**config.mk**
```make
export PLATFORM = sky130hd
export DESIGN_NAME = sbus_datapath
export DESIGN_NICKNAME = d
export VERILOG_FILES = /design/src/rtl/sbus_pkg.sv /design/src/rtl/sbus_reg.sv /design/src/rtl/sbus_pc.sv /design/src/rtl/sbus_ram.sv /design/src/rtl/sbus_mux.sv /design/src/rtl/sbus_datapath.sv
export SDC_FILE = /design/constraint.sdc
export NUM_CORES = 1
export LEC_CHECK = 0
export CAP_MARGIN = 20
export CORE_MARGIN = 2
export CORE_UTILIZATION = 35
export CTS_CLUSTER_DIAMETER = 80
export DETAILED_ROUTE_END_ITERATION = 10
export SLEW_MARGIN = 5
export SYNTH_ARGS = -nofsm -noshare
export SYNTH_HDL_FRONTEND = slang
export SYNTH_SLANG_ARGS = --single-unit
```
**constraint.sdc**
```tcl
create_clock -name clk -period 2.7 [get_ports clk]
set_clock_uncertainty 0.2 [all_clocks]
set_input_delay 0.81 -clock clk [delete_from_list [all_inputs] [get_ports clk]]
set_output_delay 0.81 -clock clk [all_outputs]
set_load 0.01 [all_outputs]
```
**src/rtl/sbus_pkg.sv**
```systemverilog
package sbus_pkg;
   // sink strobe positions (load_sel)
   localparam int SNK_A   = 0;
   localparam int SNK_B   = 1;
   localparam int SNK_MAR = 2;
   localparam int SNK_IR  = 3;
   localparam int SNK_OUT = 4;
   localparam int SNK_PC  = 5;
   localparam int SNK_RAM = 6;
   localparam int N_SNK   = 7;
   // plain registers occupy sink positions 0 .. N_GREG-1
   localparam int N_GREG  = 5;

   // source enable positions (drive_sel)
   localparam int SRC_A   = 0;
   localparam int SRC_B   = 1;
   localparam int SRC_IR  = 2;
   localparam int SRC_SUM = 3;
   localparam int SRC_PC  = 4;
   localparam int SRC_RAM = 5;
   localparam int N_SRC   = 6;
endpackage

```
**src/rtl/sbus_reg.sv**
```systemverilog
module sbus_reg #(
   parameter int W = 8
) (
   input  logic         clk,
   input  logic         rst_n,
   input  logic         ld,
   input  logic [W-1:0] d,
   output logic [W-1:0] q
);
   always_ff @(posedge clk or negedge rst_n) begin
      if (!rst_n)  q <= '0;
      else if (ld) q <= d;
   end

   // an unselected register holds its value
   p_hold_r3: assert property (@(posedge clk) disable iff (!rst_n)
      !ld |=> $stable(q));
endmodule

```
**src/rtl/sbus_pc.sv**
```systemverilog
module sbus_pc #(
   parameter int W = 8
) (
   input  logic         clk,
   input  logic         rst_n,
   input  logic         ld,
   input  logic         inc,
   input  logic [W-1:0] d,
   output logic [W-1:0] q
);
   always_ff @(posedge clk or negedge rst_n) begin
      if (!rst_n)   q <= '0;
      else if (ld)  q <= d;
      else if (inc) q <= q + W'(1);
   end

   // count step with wrap when not loading
   p_pc_step_r7: assert property (@(posedge clk) disable iff (!rst_n)
      (inc && !ld) |=> (q == $past(q) + W'(1)));
endmodule

```
**src/rtl/sbus_ram.sv**
```systemverilog
module sbus_ram #(
   parameter int W     = 8,
   parameter int DEPTH = 16,
   localparam int AW   = $clog2(DEPTH)
) (
   input  logic          clk,
   input  logic          pre_we,
   input  logic [AW-1:0] pre_addr,
   input  logic [W-1:0]  pre_data,
   input  logic          we,
   input  logic [AW-1:0] addr,
   input  logic [W-1:0]  wd,
   output logic [W-1:0]  rd
);
   logic [W-1:0] mem [DEPTH];

   always_ff @(posedge clk) begin
      if (pre_we)  mem[pre_addr] <= pre_data;
      else if (we) mem[addr]     <= wd;
   end

   assign rd = mem[addr];
endmodule

```
**src/rtl/sbus_mux.sv**
```systemverilog
module sbus_mux #(
   parameter int W = 8,
   parameter int N = 6
) (
   input  logic                clk,
   input  logic                rst_n,
   input  logic [N-1:0]        sel,
   input  logic [N-1:0][W-1:0] src,
   output logic [W-1:0]        bus
);
   logic [N-1:0][W-1:0] gated;

   for (genvar s = 0; s < N; s++) begin : g_gate
      assign gated[s] = src[s] & {W{sel[s]}};
   end

   always_comb begin
      bus = '0;
      for (int s = 0; s < N; s++) bus = bus | gated[s];
   end

   // never more than one driver
   p_single_driver_r2: assert property (@(posedge clk) disable iff (!rst_n)
      $countones(sel) <= 1);
endmodule

```
**src/rtl/sbus_datapath.sv**
```systemverilog
module sbus_datapath
   import sbus_pkg::*;
#(
   parameter int DATA_W    = 8,
   parameter int RAM_DEPTH = 16,
   localparam int AW       = $clog2(RAM_DEPTH)
) (
   input  logic              clk,
   input  logic              rst_n,
   input  logic [N_SNK-1:0]  load_sel,
   input  logic [N_SRC-1:0]  drive_sel,
   input  logic              cnt_en,
   input  logic              pre_we,
   input  logic [AW-1:0]     pre_addr,
   input  logic [DATA_W-1:0] pre_data,
   output logic [DATA_W-1:0] bus_val,
   output logic [DATA_W-1:0] out_val,
   output logic              out_vld
);
   if (AW > DATA_W || AW < 1) begin : g_bad_aw
      $error("address width must fit the data width");
   end
   if ((1 << AW) != RAM_DEPTH) begin : g_bad_depth
      $error("memory depth must be a power of two");
   end

   logic [N_GREG-1:0][DATA_W-1:0] greg_q;
   logic [N_SRC-1:0][DATA_W-1:0]  src;
   logic [DATA_W-1:0]             sum, pc_q, ram_rd, bus;

   for (genvar g = 0; g < N_GREG; g++) begin : g_reg
      sbus_reg #(.W(DATA_W)) u_reg (
         .clk(clk), .rst_n(rst_n), .ld(load_sel[g]), .d(bus), .q(greg_q[g]));
   end

   sbus_pc #(.W(DATA_W)) u_pc (
      .clk(clk), .rst_n(rst_n), .ld(load_sel[SNK_PC]), .inc(cnt_en),
      .d(bus), .q(pc_q));

   sbus_ram #(.W(DATA_W), .DEPTH(RAM_DEPTH)) u_ram (
      .clk(clk), .pre_we(pre_we), .pre_addr(pre_addr), .pre_data(pre_data),
      .we(load_sel[SNK_RAM] & rst_n), .addr(greg_q[SNK_MAR][AW-1:0]),
      .wd(bus), .rd(ram_rd));

   assign sum = greg_q[SNK_A] + greg_q[SNK_B];

   assign src[SRC_A]   = greg_q[SNK_A];
   assign src[SRC_B]   = greg_q[SNK_B];
   assign src[SRC_IR]  = {{(DATA_W-AW){1'b0}}, greg_q[SNK_IR][AW-1:0]};
   assign src[SRC_SUM] = sum;
   assign src[SRC_PC]  = pc_q;
   assign src[SRC_RAM] = ram_rd;

   sbus_mux #(.W(DATA_W), .N(N_SRC)) u_mux (
      .clk(clk), .rst_n(rst_n), .sel(drive_sel), .src(src), .bus(bus));

   always_ff @(posedge clk or negedge rst_n) begin
      if (!rst_n) out_vld <= 1'b0;
      else        out_vld <= load_sel[SNK_OUT];
   end

   assign bus_val = bus;
   assign out_val = greg_q[SNK_OUT];

   // operand nibble only
   p_ir_nibble_r4: assert property (@(posedge clk) disable iff (!rst_n)
      drive_sel[SRC_IR] |-> (bus_val[DATA_W-1:AW] == '0));
   // adder source wraps
   p_sum_wrap_r5: assert property (@(posedge clk) disable iff (!rst_n)
      drive_sel[SRC_SUM] |-> (bus_val == DATA_W'(greg_q[SNK_A] + greg_q[SNK_B])));
   // valid follows an output load
   p_out_pulse_r8: assert property (@(posedge clk) disable iff (!rst_n)
      load_sel[SNK_OUT] |=> (out_vld && out_val == $past(bus_val)));
endmodule

```
==> impl_metrics.ini, run 1 <==
[status]
status = complete, but fails checks
violations = negative setup slack

[synthesis]
synthTopCellsByArea = edfxtp_1 52%, dfrtp_1 14%, mux4_1 5.7%
ys_seq_area_share_pct = 66.0
synth_flop_cell = edfxtp_1
yosysWarnings = 0
ys_ff_latch = 169
netlist_area_mm2 = 0.00738
synth_cell_type_count = 51
synth_cells = 491
synth_top_area_share_pct = 52.1
avgSynthCellArea_um2 = 15.0
async_reset_ff_share_pct = 24.3
syn-num-nets = 529
synth_edf_count = 128
yosys.area.top_type = edfxtp_1

[finish]
area.sequential_mm2 = 0.00488
drive_above_1_share_pct = 38.6
antennaDiodeCount = 0
multi_input_area_mm2 = 0.00250
fin_util_pct = 48.0
finalInstanceArea_mm2 = 0.0100
num-nets-final = 698
fillCellCount = 1802
area_growth_pct = 35.9

[power]
switchingPower_mw = 1.64
worst_ir_drop_vdd_mv = 0.356
finalPower_mw = 6.27
internal_power_mw = 4.63
leakagePower_nw = 3.62
combPwrFrac_pct = 15.5
seqPwrFrac_pct = 47.6
power_density_mw_per_mm2 = 625
clockPowerShare_pct = 36.8
power_switching_share_pct = 26.1

[drt]
finalWirelength_mm = 19.1
firstDrtPassIters = 5
drcViolationCount = 0
wl_per_cell_um = 20.2
ant_nets = 0
num_vias = 4921
drtIter0Drc = 495
viasPerCell = 5.19

[clocking]
cts-root-buf = clkbuf_16
clock-sinks = 169
cts_made_buffers = 17
cts-hold-fix-buffers = 0
clockBufferDepth = 2
clkLatencyLatePin_ns = 0.43
cts_tree = done
path_clk_slew_ns = 0.07
cts_max_level = 4

[critical_path]
crit_end = bus_val[2]
reg2reg_from = g_reg[2].u_reg.q[0]$_DFFE_PN0P_
start_kind = register
endpoint_kind = primary output
reg2reg_depth = 9
worst-endpoint-arrival_ns = 2.52
cp_max_fo = 5
path_class = reg -> out
reg2reg_slack_ns = -0.16
r2r_end = u_ram.mem[2][2]$_DFFE_PP_
crit_start = g_reg[2].u_reg.q[0]$_DFFE_PN0P_
crit_required_ns = 1.69

[sta]
worst_pin_slew_ns = 0.636
finalSetupTns_ns = -12.79
slew_headroom_pct = 57.5
min_period_ns = 3.53
setup_ws_ns = -0.834
rsz0062_at_grt = yes
setup_viol = 56
clock.fmax_mhz = 283
drv_slew = 0
hold_viol = 0
finalCritPeriodShare_pct = 131

[grt]
gr-total-overflow = 0
grt_pass1_vias = 5100
grt_pass1_wl_mm = 29.9
track_usage_pct = 18.2
antenna_found_initial = 0
grt_max_degree = 42

[floorplan]
ioPinCount = 46
initial_core_util_pct = 35.3
die_x_um = 149
placementRows = 53
die_area_mm2 = 0.0223
coreArea_mm2 = 0.0209
die_h_um = 149

[hold_path]
holdCritPathClass = in -> async

[place]
dpl_worst_slack_ns = -1.16
gp_routability_congestion = 0.853
port_buffers = 45
place_area_mm2 = 0.00890
hpwl_mm = 13.0

[job]
drv_cap = 0
cell usage in the layout (no fill, tap or decap), types with 6 or more instances in the layout:
cell type,n
nand3_1,6
dfrtp_1,36
a31oi_1,15
a21oi_1,38
mux2i_1,13
nand2_1,14
inv_2,6
a22oi_1,6
inv_1,7
a222oi_1,6
buf_4,100
nor2_1,62
edfxtp_1,128
clkbuf_16,17
clkdlybuf4s50_1,33
buf_6,26
mux4_2,28
nor2_2,7
buf_12,7
metal layers:
metal  up-vias  GRT usage [%]  wire length (um)
met1      2490           24.3              8500
met4         0           5.38               297
met3        21           4.31              1030
met5         -              0                 0
met2       165           29.9              9320
li1       2245              -                 -
cell usage after synthesis, types with 2 or more instances:
library cell and number:
xor2_1 4, mux2i_1 19, buf_8 3, a222oi_1 6
clkbuf_1 12, a21oi_4 3, a21oi_1 41, nand2_1 15
mux4_2 13, ha_1 8, nand2b_1 2, o211ai_1 3
buf_1 6, buf_4 4, buf_2 4, a31oi_1 17
a22oi_1 6, edfxtp_1 128, o21a_1 2, nor2b_1 3
nor3_1 3, nor3b_1 2, a21o_1 3, inv_1 13
mux4_1 16, dfrtp_1 41, o21ai_0 7, nand3_1 6
a22o_1 2, a211oi_1 5, nor2_1 69, nand4_1 2
xnor2_1 5
registers in the layout, indices dropped and copies added, names as in the netlist:
register	count
u_ram.mem	128
g.u_reg.q	32
u_pc.q	8
out_vld	1
cells by family after synthesis:
kind of cell / count (synthesis) / share of synthesized area (%)
buffers and inverters: 43 / 3.02
AOI/OAI and AO/OA: 105 / 9.76
muxes: 49 / 12.4
adders and majority gates: 9 / 1.63
and+or+nand+nor: 107 / 6.19
DFF: 169 / 66.0
xor gates and xnor gates: 9 / 1.07
how the worst min path moves through the flow:
stage                                         start                              end  slack, ns  cells after the start
floorplan           g_reg[3].u_reg.q[0]$_DFFE_PN0P_  g_reg[3].u_reg.q[0]$_DFFE_PN0P_       0.29                      2
global placement    g_reg[4].u_reg.q[1]$_DFFE_PN0P_  g_reg[4].u_reg.q[1]$_DFFE_PN0P_       0.31                      2
global route                                  rst_n            u_pc.q[7]$_DFFE_PN0P_       0.32                      2
CTS                                           rst_n            u_pc.q[7]$_DFFE_PN0P_       0.28                      2
detailed placement  g_reg[4].u_reg.q[0]$_DFFE_PN0P_  g_reg[4].u_reg.q[0]$_DFFE_PN0P_       0.32                      2
finish                                        rst_n            u_pc.q[7]$_DFFE_PN0P_       0.28                      2
power groups by stage:
stage	logic, mW	registers (mW)	clock network (mW)
floorplan	0.447	3.02	0
global placement	0.808	3.03	0
detailed placement	0.824	3.04	0
CTS	0.941	2.99	2.35
global route	1.05	3.00	2.46
finish	0.973	2.98	2.31
per-stage QoR:
step           std cells  hold WS (ns)
5_1_grt              948         0.322
6_report             948         0.285
4_1_cts              945         0.280
3_5_place_dp         884         0.319
2_1_floorplan        491         0.295
3_3_place_gp         884         0.309
worst max-delay path, stage by stage (launching register included):
cell     delay (ns)
dfrtp_2        0.49
buf_12         0.15
buf_6          0.09
mux4_2         0.51
mux4_2         0.53
a21oi_4        0.17
inv_2          0.05
buf_6          0.11
final cells by class:
class / count / share of cell area (%)
clock buffer: 17 / 4.24
clock inverter: 15 / 1.35
inverter: 13 / 0.486
multi-input combinational: 280 / 24.9
sequential: 169 / 48.6
tap: 275 / 3.43
timing repair buffer: 179 / 17.0
timing repair:
item,CTS,global route
cloned,6,0
endpoints found under the setup margin,125,172
setup buffers,24,8
pin swaps,28,17
gates resized for setup,109,22
Power figures use the tool's default switching activity.
==> inputs of run 2 (changes only) <==
RECOVER_POWER = 50   (was unset)
==> impl_metrics.ini, run 2 (same netlist as run 1, synthesis figures left out) <==
[status]
status = complete, but fails checks
violations = negative setup slack

[drt]
drtIter0Drc = 495
drcViolationCount = 0
num_vias = 4916
wl_per_cell_um = 20.2
ant_nets = 0
viasPerCell = 5.19
firstDrtPassIters = 6
finalWirelength_mm = 19.1

[floorplan]
ioPinCount = 46
placementRows = 53
coreArea_mm2 = 0.0209
die_x_um = 149
die_area_mm2 = 0.0223
die_h_um = 149
initial_core_util_pct = 35.3

[grt]
grt_pass1_vias = 5100
grt_max_degree = 42
track_usage_pct = 18.2
gr-total-overflow = 0
grt_pass1_wl_mm = 29.9
antenna_found_initial = 0

[sta]
finalCritPeriodShare_pct = 131
fin_worst_hold_slack_ns = 0.325
hold_viol = 0
min_period_ns = 3.53
setup_viol = 133
drv_slew = 0
clock.fmax_mhz = 283
setup_ws_ns = -0.830
rsz0062_at_grt = yes
slew_headroom_pct = 29.8
finalSetupTns_ns = -17.18
worst_pin_slew_ns = 1.05

[critical_path]
path_class = reg -> out
cp_common_cell = mux4_2
r2r_end = u_ram.mem[10][0]$_DFFE_PP_
slowest_delay_ns = 0.53
worst-endpoint-arrival_ns = 2.52
crit_start = g_reg[2].u_reg.q[0]$_DFFE_PN0P_
cpMaxStageDelayCell = mux4_2
endpoint_kind = primary output
crit_required_ns = 1.69
start_kind = register
reg2reg_depth = 8
reg2reg_slack_ns = -0.21
cp_max_fo = 5
reg2reg_from = g_reg[2].u_reg.q[0]$_DFFE_PN0P_
cp_cell_sequence = buf_16, buf_4, mux4_2, mux4_2, a21oi_4, inv_2, buf_6

[finish]
largest_reg_flops = 128
area_growth_pct = 35.0
num-nets-final = 698
drive_above_1_share_pct = 37.1
top_register = u_ram.mem
layout_commonest_cell = edfxtp_1
antennaDiodeCount = 0
fin_cells = 948
reg.largest.list = u_ram.mem: 128 flops, g.u_reg.q: 32 flops, u_pc.q: 8 flops
layout_common_cells = 128 x edfxtp_1, 88 x buf_4, 62 x nor2_1

[power]
leakagePower_nw = 3.57
power_density_mw_per_mm2 = 627
seqPwrFrac_pct = 47.8
clockPowerShare_pct = 37.0
power_switching_share_pct = 26.2
internal_power_mw = 4.61
switchingPower_mw = 1.64
combPwrFrac_pct = 15.2
worst_ir_drop_vdd_mv = 0.354
finalPower_mw = 6.25

[clocking]
cts_max_level = 4
clockBufferDepth = 2
cts_tree = done
clkLatencyLatePin_ns = 0.43
cts_made_buffers = 17
cts-hold-fix-buffers = 0
clock-sinks = 169
path_clk_slew_ns = 0.06
cts-root-buf = clkbuf_16

[place]
gp_routability_congestion = 0.853
hpwl_mm = 13.0
port_buffers = 45
dp.cells = 884

[job]
drv_cap = 0

[hold_path]
min_to = g_reg[4].u_reg.q[0]$_DFFE_PN0P_
worstHoldStart = g_reg[4].u_reg.q[0]$_DFFE_PN0P_
holdCritPathClass = reg -> reg
hold_path_depth = 2
run 2: changes by cell type in the layout (fill, tap and decap cells not counted), sizes merged:
cell	previous run	this run
buf	142	128
clkdlybuf4s50	33	23
dlygate4sd3	0	10
clkbuf	17	31
run 2: power by group through the flow:
stage / Sequential [mW] / Combinational [mW] / Clock [mW]
2_1_floorplan: 3.02 / 0.447 / 0
3_3_place_gp: 3.03 / 0.808 / 0
3_5_place_dp: 3.04 / 0.824 / 0
4_1_cts: 2.99 / 0.941 / 2.35
5_1_grt: 2.99 / 1.03 / 2.46
6_report: 2.99 / 0.950 / 2.31
run 2: worst max path at each step:
stage	end	slack (ns)	cells after the start
after floorplan	bus_val[0]	-0.21	6
after global placement	bus_val[3]	-1.20	7
after detailed placement	bus_val[3]	-1.16	7
after CTS	bus_val[1]	-0.89	7
after global routing	bus_val[2]	-0.91	7
final	bus_val[2]	-0.83	7
run 2: routing by layer:
metal	vias up	global-route usage [%]	share of wire, %
met4	0	5.38	1.4
li1	2241	-	-
met2	173	29.9	49
met5	-	0	0
met1	2483	24.3	44
met3	19	4.31	5.9
run 2: final cells by class:
type / instances / area (um2)
clock buffers: 17 / 425
inverters: 13 / 48.8
well taps: 275 / 344
multi-input cells: 280 / 2470
fillers: 1816 / 10900
repair buffers: 179 / 1660
clock inverters: 15 / 135
flip-flops and latches: 169 / 4880
run 2: what timing repair did:
item	CTS	global route
buffers inserted	24	8
gates cloned	6	0
pin swaps	28	17
setup endpoints to repair	125	172
resized for setup	109	22
run 2: worst max-delay path, delay by kind of cell, from the launching register on:
family | cells | cell delay, ns
muxes | 2 | 1.02
DFF | 1 | 0.49
buffers and inverters | 4 | 0.41
AOI/OAI and AO/OA | 1 | 0.17
run 2: metrics by stage:
step / setup slack (ns) / area, um2 / util, %
floorplan: -0.209 / 7450 / -
global placement: -1.20 / 8900 / 42.6
detailed placement: -1.16 / 8900 / 42.6
CTS: -0.894 / 9940 / 47.6
global route: -0.907 / 9970 / 47.7
finish: -0.830 / 9970 / 47.7
